### src/rtl/ipt_pkg.sv
package ipt_pkg;
    typedef enum logic [0:0] {
        PH_IDLE  = 1'b0,
        PH_PROBE = 1'b1
    } phase_e;
endpackage

### src/rtl/ipt_hash.sv
module ipt_hash #(
    parameter int VPN_W = 19,
    parameter int PID_W = 8,
    parameter int IDX_W = 5
) (
    input  logic [VPN_W-1:0] vpn,
    input  logic [PID_W-1:0] pid,
    output logic [IDX_W-1:0] slot
);
    // Fold every bit of page number and process ID onto bit (i mod IDX_W).
    always_comb begin
        slot = '0;
        for (int i = 0; i < VPN_W; i++) begin
            slot = slot ^ (IDX_W'(vpn[i]) << (i % IDX_W));
        end
        for (int j = 0; j < PID_W; j++) begin
            slot = slot ^ (IDX_W'(pid[j]) << (j % IDX_W));
        end
    end
endmodule

### src/rtl/ipt_table.sv
module ipt_table #(
    parameter int IDX_W = 5,
    parameter int PID_W = 8,
    parameter int VPN_W = 19
) (
    input  logic             clk,
    input  logic             rst_n,
    input  logic             wr_en,
    input  logic [IDX_W-1:0] wr_idx,
    input  logic [PID_W-1:0] wr_pid,
    input  logic [VPN_W-1:0] wr_vpn,
    input  logic             wr_valid,
    input  logic [IDX_W-1:0] rd_idx,
    output logic             rd_valid,
    output logic [PID_W-1:0] rd_pid,
    output logic [VPN_W-1:0] rd_vpn
);
    localparam int NSLOT = 1 << IDX_W;

    typedef struct packed {
        logic             valid;
        logic [PID_W-1:0] pid;
        logic [VPN_W-1:0] vpn;
    } slot_t;

    slot_t slot_q [NSLOT];
    slot_t slot_d [NSLOT];

    always_comb begin
        for (int s = 0; s < NSLOT; s++) begin
            slot_d[s] = slot_q[s];
        end
        if (wr_en) begin
            slot_d[wr_idx].valid = wr_valid;
            slot_d[wr_idx].pid   = wr_pid;
            slot_d[wr_idx].vpn   = wr_vpn;
        end
    end

    always_ff @(posedge clk or negedge rst_n) begin
        if (!rst_n) begin
            for (int s = 0; s < NSLOT; s++) begin
                slot_q[s] <= '0;
            end
        end else begin
            for (int s = 0; s < NSLOT; s++) begin
                slot_q[s] <= slot_d[s];
            end
        end
    end

    assign rd_valid = slot_q[rd_idx].valid;
    assign rd_pid   = slot_q[rd_idx].pid;
    assign rd_vpn   = slot_q[rd_idx].vpn;
endmodule

### src/rtl/ipt_probe.sv
module ipt_probe
    import ipt_pkg::*;
#(
    parameter int IDX_W       = 5,
    parameter int PID_W       = 8,
    parameter int VPN_W       = 19,
    parameter int OFF_W       = 13,
    parameter int PROBE_LIMIT = 8
) (
    input  logic                   clk,
    input  logic                   rst_n,
    input  logic                   lk_valid,
    input  logic [PID_W-1:0]       lk_pid,
    input  logic [VPN_W-1:0]       lk_vpn,
    input  logic [OFF_W-1:0]       lk_off,
    input  logic [IDX_W-1:0]       start_slot,
    input  logic                   wr_en,
    output logic [IDX_W-1:0]       rd_idx,
    input  logic                   rd_valid,
    input  logic [PID_W-1:0]       rd_pid,
    input  logic [VPN_W-1:0]       rd_vpn,
    output logic                   lk_ready,
    output logic                   done,
    output logic                   hit,
    output logic [IDX_W+OFF_W-1:0] paddr
);
    localparam int PA_W  = IDX_W + OFF_W;
    localparam int CNT_W = $clog2(PROBE_LIMIT + 1);
    localparam logic [CNT_W-1:0] LAST = CNT_W'(PROBE_LIMIT - 1);

    typedef struct packed {
        phase_e            ph;
        logic [PID_W-1:0]  pid;
        logic [VPN_W-1:0]  vpn;
        logic [OFF_W-1:0]  off;
        logic [IDX_W-1:0]  slot;
        logic [CNT_W-1:0]  cnt;
        logic              done;
        logic              hit;
        logic [PA_W-1:0]   pa;
    } st_t;

    st_t st_q, st_d;
    logic match;

    assign lk_ready = (st_q.ph == PH_IDLE) && !wr_en;
    assign match    = rd_valid && (rd_pid == st_q.pid) && (rd_vpn == st_q.vpn);
    assign rd_idx   = st_q.slot;

    always_comb begin
        st_d      = st_q;
        st_d.done = 1'b0;
        case (st_q.ph)
            PH_IDLE: begin
                if (lk_valid && lk_ready) begin
                    st_d.ph   = PH_PROBE;
                    st_d.pid  = lk_pid;
                    st_d.vpn  = lk_vpn;
                    st_d.off  = lk_off;
                    st_d.slot = start_slot;
                    st_d.cnt  = '0;
                end
            end
            PH_PROBE: begin
                // a write owns the cycle: the probe holds its place
                if (!wr_en) begin
                    if (match) begin
                        st_d.ph   = PH_IDLE;
                        st_d.done = 1'b1;
                        st_d.hit  = 1'b1;
                        st_d.pa   = {st_q.slot, st_q.off};
                    end else if (st_q.cnt == LAST) begin
                        st_d.ph   = PH_IDLE;
                        st_d.done = 1'b1;
                        st_d.hit  = 1'b0;
                        st_d.pa   = '0;
                    end else begin
                        st_d.slot = st_q.slot + 1'b1;
                        st_d.cnt  = st_q.cnt + 1'b1;
                    end
                end
            end
            default: st_d.ph = PH_IDLE;
        endcase
    end

    always_ff @(posedge clk or negedge rst_n) begin
        if (!rst_n) begin
            st_q <= '0;
        end else begin
            st_q <= st_d;
        end
    end

    assign done  = st_q.done;
    assign hit   = st_q.hit;
    assign paddr = st_q.pa;
endmodule

### src/rtl/ipt_lookup.sv
module ipt_lookup #(
    parameter int IDX_W       = 5,
    parameter int PID_W       = 8,
    parameter int VPN_W       = 19,
    parameter int OFF_W       = 13,
    parameter int PROBE_LIMIT = 8
) (
    input  logic                   clk,
    input  logic                   rst_n,
    input  logic                   lk_valid,
    output logic                   lk_ready,
    input  logic [PID_W-1:0]       lk_pid,
    input  logic [VPN_W+OFF_W-1:0] lk_vaddr,
    input  logic                   wr_en,
    input  logic [IDX_W-1:0]       wr_frame,
    input  logic [PID_W-1:0]       wr_pid,
    input  logic [VPN_W-1:0]       wr_vpn,
    input  logic                   wr_valid,
    output logic                   done,
    output logic                   hit,
    output logic [IDX_W+OFF_W-1:0] paddr
);
    localparam int PA_W = IDX_W + OFF_W;

    logic [VPN_W-1:0] req_vpn;
    logic [OFF_W-1:0] req_off;
    logic [IDX_W-1:0] start_slot;
    logic [IDX_W-1:0] rd_idx;
    logic             rd_valid;
    logic [PID_W-1:0] rd_pid;
    logic [VPN_W-1:0] rd_vpn;

    assign req_off = lk_vaddr[OFF_W-1:0];
    assign req_vpn = lk_vaddr[VPN_W+OFF_W-1:OFF_W];

    ipt_hash #(.VPN_W(VPN_W), .PID_W(PID_W), .IDX_W(IDX_W)) u_hash (
        .vpn  (req_vpn),
        .pid  (lk_pid),
        .slot (start_slot)
    );

    ipt_table #(.IDX_W(IDX_W), .PID_W(PID_W), .VPN_W(VPN_W)) u_table (
        .clk      (clk),
        .rst_n    (rst_n),
        .wr_en    (wr_en),
        .wr_idx   (wr_frame),
        .wr_pid   (wr_pid),
        .wr_vpn   (wr_vpn),
        .wr_valid (wr_valid),
        .rd_idx   (rd_idx),
        .rd_valid (rd_valid),
        .rd_pid   (rd_pid),
        .rd_vpn   (rd_vpn)
    );

    ipt_probe #(
        .IDX_W(IDX_W), .PID_W(PID_W), .VPN_W(VPN_W),
        .OFF_W(OFF_W), .PROBE_LIMIT(PROBE_LIMIT)
    ) u_probe (
        .clk        (clk),
        .rst_n      (rst_n),
        .lk_valid   (lk_valid),
        .lk_pid     (lk_pid),
        .lk_vpn     (req_vpn),
        .lk_off     (req_off),
        .start_slot (start_slot),
        .wr_en      (wr_en),
        .rd_idx     (rd_idx),
        .rd_valid   (rd_valid),
        .rd_pid     (rd_pid),
        .rd_vpn     (rd_vpn),
        .lk_ready   (lk_ready),
        .done       (done),
        .hit        (hit),
        .paddr      (paddr)
    );

    logic unused_pa;
    assign unused_pa = (PA_W == 0);
endmodule

### config.mk
export PLATFORM = sky130hd
export DESIGN_NAME = ipt_lookup
export DESIGN_NICKNAME = d
export VERILOG_FILES = /design/src/rtl/ipt_pkg.sv /design/src/rtl/ipt_hash.sv /design/src/rtl/ipt_table.sv /design/src/rtl/ipt_probe.sv /design/src/rtl/ipt_lookup.sv
export SDC_FILE = /design/constraint.sdc
export NUM_CORES = 1
export LEC_CHECK = 0
export ABC_AREA = 0
export BUFFER_PORTS_ARGS = -buffer_cell sky130_fd_sc_hd__buf_4
export CAP_MARGIN = 20
export CORE_MARGIN = 5
export CORE_UTILIZATION = 30
export DETAILED_ROUTE_END_ITERATION = 6
export HOLD_SLACK_MARGIN = 0.08
export PLACE_DENSITY = 0.54
export SYNTH_ARGS = -nofsm -noshare
export SYNTH_HDL_FRONTEND = slang
export SYNTH_SLANG_ARGS = --single-unit
### constraint.sdc
create_clock -name clk -period 3.3 [get_ports clk]
set_input_delay 0.66 -clock clk [delete_from_list [all_inputs] [get_ports clk]]
set_output_delay 0.66 -clock clk [all_outputs]
set_load 0.02 [all_outputs]
==> summary.md, run 1 <==
• sky130_fd_sc_hd__dfrtp_1 — top cell type by total area after synthesis
• 0.0242 uW — leakage power summed over all cells
• 29.0k — vias in the first global route
• 27.8k — via total after detailed routing
• -12.03 ns — Total Negative Setup Slacks
• 4.38 ns — CP arrival
• 27.1 um — WL/cell
• 29,600 uW — cell internal pwr
• 0.355 — Comb pwr share
• 0.544 — register area share after synthesis
• flop — Critical Path Start Type
• sky130_fd_sc_hd__dfrtp_1 (54%), sky130_fd_sc_hd__mux2_2 (23%), sky130_fd_sc_hd__mux4_2 (7.4%), sky130_fd_sc_hd__mux2i_1 (4.5%), sky130_fd_sc_hd__clkbuf_1 (1.8%) — most area-consuming cells after synthesis
• 20.9% — growth of design area from synthesis to finish
• 0.183 — Total Routing Usage GR
• 3.78 ns — Final min period
• 0.0344 ns — Clock Skew
• true — setup repair after global routing missed its margin
• 0.505 — layout cells sized above 1
• 0.07 ns — Clock Pin Slew Worst Setup and Hold Paths
• sky130_fd_sc_hd__dfrtp_1 (962), sky130_fd_sc_hd__mux2_2 (911), sky130_fd_sc_hd__buf_4 (318) — most used cells in the layout excluding fill and tap cells
• -1.06 ns — worst slack at placement
• 0 — Hold Vio Cnt, Final
• -0.476 ns — final worst-path setup slack
• sky130_fd_sc_hd__or4_4 — Slowest-stage cell, CP
• 0 — DRC viols
• 62 — count of distinct cell types in the synthesized netlist
• sky130_fd_sc_hd__dfrtp_1 — ys flop type
• 145,000 um — WL final
• 1.14 — period utilisation layout
• 147,000 sq um — placeable core region
• 0.58 ns — maximum cell stage delay along the critical path
• 212,000 um — first-pass GRT wire length
• 14.3 sq um — average size of a mapped cell
• 14,100 uW — power spent charging and discharging nets
• 151 — maximum number of pins on one net before global-route repair
• finished with violations — result of the run
• 966 — CTS sink count
• 3 — number of H-tree branching levels
• 6 — worst-path fanout max
• 0 — overall overflow remaining after global route
• 2,163 — count of routing violations after the opening detailed-route iteration
• 966 — synthesis-stage register bit count
• 0.544 — post-synth top area share
• flop to flop — type of the setup path with the least slack
• 88,200 um — placed wire-length estimate
• 395 um — Die Height
• input pin to flop — worst hold path class
• 108 — TritonCTS buffer count
• 0.794 — final RePlAce weighted congestion
• 813 nW/um^2 — Power Density
• 44,400 sq um — netlist area before placement
• sky130_fd_sc_hd__dfrtp_1 — most frequent standard cell in the layout excluding fill and tap cells
• 5 — number of iterations in the first detailed-routing pass
• 0 — count of maximum capacitance violations
• 0.362 — sequential group share of total power
• 0.71 ns — worst-skew pair later-pin latency
• 1.00 — share of async-settable or async-resettable flops after synthesis
• 0 — number of antenna-violating nets in the routed design
• 3.90 ns — data required time of the critical path
• 5 — number of buffer and inverter instances along the worst setup path
• 30 — final setup fails
• 0 — Slew Limit Fails
• 0 — total of warnings raised by yosys
• 0.282 — clock network fraction of total power
• 24,200 sq um — Sequential Area
• 5,357 — Layout Cells excl Fill
• 3 — clock tree buffer depth
• 0.265 GHz — Peak Freq
• 3,178 — Post-Syn Nets
• flop — endpoint class of the critical path
• 19,300 sq um — area occupied by multi-input gates
• 6 — antenna violations before repair
• 0.301 — starting utilization of the core area
• simple AND/OR/NAND/NOR gates — family of cells with the greatest summed delay on the critical path
• 156,000 sq um — die area
• 395 um — Die Wd
• 97 — count of buffers inserted at the top-level ports
• 0.902 ns — transition time at the pin with the least slew margin
• sky130_fd_sc_hd__clkbuf_16 — Root Buffer
• 5.19 — drt via density
• negative setup slack — violated checks
• 98 — number of top-level pins
• 141 — number of placement rows
• 0.397 — headroom to the max-slew limit
• 3,099 — post-synthesis cell count
• 5,117 — total instance count after detailed placement
• 0 — number of synthesized flops with an enable pin
• 3,418 — nets
• done — CTS tree
• 14.2k — fillcell total
• 0.390 mV — peak supply drop
• 0.322 — Switching Fraction
• buf_12 -> buf_12 -> buf_16 -> mux4_2 -> mux2_4 -> o221ai_2 -> buf_4 -> xnor2_1 -> or4_4 -> nor4_4 -> buf_4 -> or3b_1 -> o21ai_1 -> a32o_1 — CP cell instances
metal layers:
layer | GRT usage | share of wire
met3 | 0.0268 | 0.042
met5 | 0 | 0.000090
met4 | 0.0407 | 0.022
met2 | 0.293 | 0.47
met1 | 0.264 | 0.47
layout make-up:
type / count / area share
Sequential cell: 966 / 0.450
Inverter: 23 / 0.00161
Multi-Input combinational cell: 1833 / 0.359
Clock inverter: 36 / 0.00785
Tap cell: 1930 / 0.0449
Timing Repair Buffer: 407 / 0.0762
Antenna cell: 2 / 0.0000931
Clock buffer: 160 / 0.0599
synthesized netlist by cell type, types with 3 or more instances:
library cell	count
sky130_fd_sc_hd__clkbuf_1	208
sky130_fd_sc_hd__o22ai_1	10
sky130_fd_sc_hd__xor2_1	19
sky130_fd_sc_hd__buf_4	37
sky130_fd_sc_hd__nor2_1	48
sky130_fd_sc_hd__o32ai_1	3
sky130_fd_sc_hd__nand3b_1	4
sky130_fd_sc_hd__nand2b_1	8
sky130_fd_sc_hd__mux2i_1	202
sky130_fd_sc_hd__a2111oi_0	3
sky130_fd_sc_hd__a221oi_1	20
sky130_fd_sc_hd__buf_1	8
sky130_fd_sc_hd__o21ai_1	5
sky130_fd_sc_hd__inv_1	19
sky130_fd_sc_hd__o221ai_1	15
sky130_fd_sc_hd__a22oi_1	42
sky130_fd_sc_hd__nand2_1	173
sky130_fd_sc_hd__buf_6	10
sky130_fd_sc_hd__a211oi_1	5
sky130_fd_sc_hd__mux4_2	147
sky130_fd_sc_hd__o211ai_1	3
sky130_fd_sc_hd__mux2_2	913
sky130_fd_sc_hd__o21ai_0	47
sky130_fd_sc_hd__a22o_1	6
sky130_fd_sc_hd__o21a_1	3
sky130_fd_sc_hd__nor2b_1	12
sky130_fd_sc_hd__nand4_1	8
sky130_fd_sc_hd__or2_2	4
sky130_fd_sc_hd__nor3b_1	6
sky130_fd_sc_hd__buf_2	14
sky130_fd_sc_hd__and2_1	4
sky130_fd_sc_hd__a21oi_1	23
sky130_fd_sc_hd__dfrtp_1	966
sky130_fd_sc_hd__nor3_1	4
sky130_fd_sc_hd__nand3_1	37
sky130_fd_sc_hd__xnor2_1	29
power groups by stage:
stage,Clock [uW],Combinational (uW),Sequential [uW]
floorplan,0,9190,15300
global placement,0,14100,16100
detailed placement,0,14200,16100
CTS,12600,15300,15800
global route,13100,16500,16100
finish,12300,15500,15800
state kept, by name, indices dropped and copies added (netlist names):
| register | cells |
|---|---|
| u_probe.paddr | 18 |
| u_probe.rd_idx | 5 |
| u_probe.st_q | 45 |
| u_probe.hit | 1 |
| u_probe.done | 1 |
| u_table.slot_q | 896 |
logic make-up (layout without fill, tap and decap cells):
family | Yosys count | after routing | synth area share
multiplexers | 1262 | 1262 | 0.351
flip-flops | 966 | 966 | 0.544
AND/OR/NAND/NOR | 323 | 323 | 0.0331
buffers and inverters | 300 | 626 | 0.0305
AO/OA/AOI/OAI | 198 | 198 | 0.0310
XOR/XNOR | 48 | 48 | 0.00946
adder cells (fa/ha/maj) | 2 | 2 | 0.000563
other | 0 | 2 | 0
timing repair:
item | in CTS | in global routing
gates resized for setup | 64 | 34
hold buffers | 1 | 0
endpoints found under the hold margin | 10 | 0
setup endpoints to repair | 30 | 30
setup buffers | 24 | 10
cloned | 5 | 4
pin swaps | 14 | 17
path summary, 6_finish.rpt:
check | cells after the start | slack [ns] | endpoint | from
max | 14 | -0.48 | u_probe.st_q[22]$_DFFE_PN0P_ | u_probe.rd_idx[0]$_DFFE_PN0P_
min | 3 | 0.16 | u_probe.st_q[41]$_DFFE_PN0P_ | lk_vaddr[12]
max reg2reg | 14 | -0.48 | u_probe.st_q[22]$_DFFE_PN0P_ | u_probe.rd_idx[0]$_DFFE_PN0P_
min reg2reg | 2 | 0.47 | u_probe.st_q[37]$_DFFE_PN0P_ | u_probe.st_q[37]$_DFFE_PN0P_
max in group asynchronous | 3 | 1.71 | u_table.slot_q[556]$_DFFE_PN0P_ | rst_n
min in group asynchronous | 2 | 0.43 | u_table.slot_q[439]$_DFFE_PN0P_ | rst_n
metrics by stage:
step | util | hold slack (ns) | power, uW | instance area (sq um)
5_1_grt | 0.364 | 0.138 | 45600 | 53700
3_3_place_gp | 0.333 | 0.458 | 30200 | 49100
4_1_cts | 0.362 | 0.115 | 43700 | 53400
3_5_place_dp | 0.333 | 0.462 | 30300 | 49100
6_report | 0.364 | 0.156 | 43700 | 53700
2_1_floorplan | - | 0.364 | 24500 | 44600
worst min-delay path, stage by stage:
cell	delay (ns)
sky130_fd_sc_hd__buf_4	0.08
sky130_fd_sc_hd__nand2_1	0.04
sky130_fd_sc_hd__nand2_1	0.04
Power figures use the tool's default switching activity.
==> inputs of run 2 (changes only) <==
--- a/config.mk
+++ b/config.mk
@@ -8,7 +8,7 @@
 export ABC_AREA = 0
 export BUFFER_PORTS_ARGS = -buffer_cell sky130_fd_sc_hd__buf_4
 export CAP_MARGIN = 20
-export CORE_MARGIN = 5
+export CORE_MARGIN = 2
 export CORE_UTILIZATION = 30
 export DETAILED_ROUTE_END_ITERATION = 6
 export HOLD_SLACK_MARGIN = 0.08
==> summary.md, run 2 (synthesized netlist as in run 1, its figures left out) <==
• finished with violations — result of the run
• negative setup slack — violated checks
• u_table.slot_q — Most flops, register
• u_probe.rd_idx[0]$_DFFE_PN0P_ — CP startpoint
• 0 — DRC viols, unchanged
• 5 — number of iterations in the first detailed-routing pass, unchanged
• 98 — number of top-level pins, unchanged
• 0.358 — Comb pwr share, +0.003
• 0.301 — starting utilization of the core area, unchanged
• 0 — number of antenna-violating nets in the routed design, unchanged
• 13,900 uW — power spent charging and discharging nets, -1.2%
• 24,200 sq um — Sequential Area, unchanged
• 20.8% — growth of design area from synthesis to finish, about the same
• -13.39 ns — Total Negative Setup Slacks, -1.35 ns
• simple AND/OR/NAND/NOR gates — family of cells with the greatest summed delay on the critical path
• 0.52 ns — maximum cell stage delay along the critical path, -0.06 ns
• 896 — flip-flop count of the largest register after layout, unchanged
• u_probe.rd_idx[0]$_DFFE_PN0P_ — Critical R2R Launch
• 14.1k — fillcell total, -0.27%
• sky130_fd_sc_hd__dfrtp_1 — most frequent standard cell in the layout excluding fill and tap cells
• 26.9 um — WL/cell, -0.52%
• flop — Critical Path Start Type
• 1.16 — period utilisation layout, +0.0120
• 88,300 um — placed wire-length estimate, +0.18%
• 209,000 um — first-pass GRT wire length, -1.2%
• 0.189 — Total Routing Usage GR, +0.00585
• 5.17 — drt via density, -0.21%
• 0.262 GHz — Peak Freq, -1.0%
• 151,000 sq um — die area, -3.0%
• 3.82 ns — Final min period, +0.0397 ns
• buf_12 -> buf_16 -> buf_4 -> mux4_2 -> mux2_2 -> a21oi_1 -> o32ai_1 -> or4_4 -> nor4_4 -> buf_6 -> nor2_4 -> a32oi_1 -> o21ai_1 — CP cell instances
• 19,400 sq um — area occupied by multi-input gates, +0.66%
• 3,408 — nets, -0.29%
• 0 — Slew Limit Fails, unchanged
• -0.516 ns — final worst-path setup slack, -0.0397 ns
• flop to flop — type of the setup path with the least slack
• 5 — antenna violations before repair, -1
• sky130_fd_sc_hd__dfrtp_1 (962), sky130_fd_sc_hd__mux2_2 (912), sky130_fd_sc_hd__buf_4 (301) — most used cells in the layout excluding fill and tap cells
• -0.823 ns — worst slack at placement, +0.237 ns
• 5,343 — Layout Cells excl Fill, -0.26%
• 97 — count of buffers inserted at the top-level ports, unchanged
• 0.68 ns — worst-skew pair later-pin latency, -0.03 ns
• 4 — number of buffer and inverter instances along the worst setup path, -1
• 3 — clock tree buffer depth, unchanged
• 0 — overall overflow remaining after global route, unchanged
• 4.38 ns — CP arrival, about the same
• 3 — number of H-tree branching levels, unchanged
• 30 — final setup fails, unchanged
• 0.0194 ns — Clock Skew, -0.0151 ns
• sky130_fd_sc_hd__clkbuf_16 — Root Buffer
• -0.52 ns — flop2flop setup slack, -0.04 ns
• 0.323 — Switching Fraction, +0.000698
• flop — endpoint class of the critical path
• 0.506 — layout cells sized above 1, +0.00134
• 27.6k — via total after detailed routing, -0.47%
• 0.367 — sequential group share of total power, +0.005
• 966 — CTS sink count, unchanged
• 144,000 um — WL final, -0.78%
• 0.921 ns — transition time at the pin with the least slew margin, +0.0190 ns
• true — setup repair after global routing missed its margin
• 8 — worst-path fanout max, +2
• 5,125 — total instance count after detailed placement, +0.16%
• 0 — Hold Vio Cnt, Final, unchanged
• done — CTS tree
• 92 — maximum number of pins on one net before global-route repair, -39%
• lk_vaddr[11] — startpoint of the worst hold path
• 29,200 uW — cell internal pwr, -1.5%
• 0.06 ns — Clock Pin Slew Worst Setup and Hold Paths, about the same
• 141 — number of placement rows, unchanged
• 2,339 — count of routing violations after the opening detailed-route iteration, +8.1%
• 389 um — Die Wd, -1.5%
• 802 nW/um^2 — Power Density, -1.3%
• 28.7k — vias in the first global route, -1.2%
• input pin to flop — worst hold path class
• 0.276 — clock network fraction of total power, -0.006
• 147,000 sq um — placeable core region, unchanged
• 0.0241 uW — leakage power summed over all cells, -0.24%
• 0.385 — headroom to the max-slew limit, -0.0127
• sky130_fd_sc_hd__mux4_2 — Slowest-stage cell, CP
• 389 um — Die Height, -1.5%
• 0.833 — final RePlAce weighted congestion, +4.9%
• 0 — count of maximum capacitance violations, unchanged
• 107 — TritonCTS buffer count, -0.93%
• 3.86 ns — data required time of the critical path, -0.04 ns
• 0.409 mV — peak supply drop, +4.9%
run 2: what timing repair did:
item                       4_1_cts  5_1_grt
buffers inserted                19        2
hold endpoints to repair        41        0
resized for setup               75       39
hold buffers                     1        0
setup endpoints to repair       30       30
cloned                           5        1
pin swaps                       27       27
run 2: per-stage QoR:
stage	utilization	area, sq um	hold slack [ns]	power, uW
after floorplan	-	44600	0.364	24500
after global placement	0.335	49400	0.459	30100
after detailed placement	0.335	49400	0.463	30200
after CTS	0.363	53500	0.139	43100
after global routing	0.364	53700	0.152	45000
final	0.364	53700	0.179	43100
run 2: worst paths after layout:
kind / end / cells past startpoint
max: u_probe.rd_idx[2]$_DFFE_PN0P_ / 13
min reg2reg: u_probe.st_q[35]$_DFFE_PN0P_ / 2
max reg2reg: u_probe.rd_idx[2]$_DFFE_PN0P_ / 13
max in group asynchronous: u_table.slot_q[342]$_DFFE_PN0P_ / 3
min: u_probe.st_q[40]$_DFFE_PN0P_ / 3
min in group asynchronous: u_table.slot_q[443]$_DFFE_PN0P_ / 2
run 2: layout make-up:
| cell class | instances | share of cell area |
|---|---|---|
| sequential | 966 | 0.450 |
| multi-input combinational | 1833 | 0.362 |
| timing repair buffer | 398 | 0.0765 |
| clock buffer | 167 | 0.0607 |
| tap | 1930 | 0.0450 |
| clock inverter | 25 | 0.00384 |
| inverter | 23 | 0.00161 |
| antenna | 1 | 0.0000466 |
run 2: power by group through the flow:
stage	Sequential [uW]	Clock (uW)	Combinational [uW]
after floorplan	15300	0	9190
after global placement	15900	0	14200
after detailed placement	16000	0	14300
after CTS	15800	12100	15200
after global routing	16100	12600	16300
final	15800	11900	15400
run 2: tightest hold or removal path, stage by stage:
cell and delay [ns]:
sky130_fd_sc_hd__buf_4 0.08, sky130_fd_sc_hd__nand2_1 0.04, sky130_fd_sc_hd__nand2_1 0.05
run 2: per-layer routing:
layer,up-vias,track usage,wire [um]
li1,11800,-,-
met1,15000,0.268,66400
met2,609,0.300,67200
met3,220,0.0269,6000
met4,2,0.0559,4170
met5,-,0,13
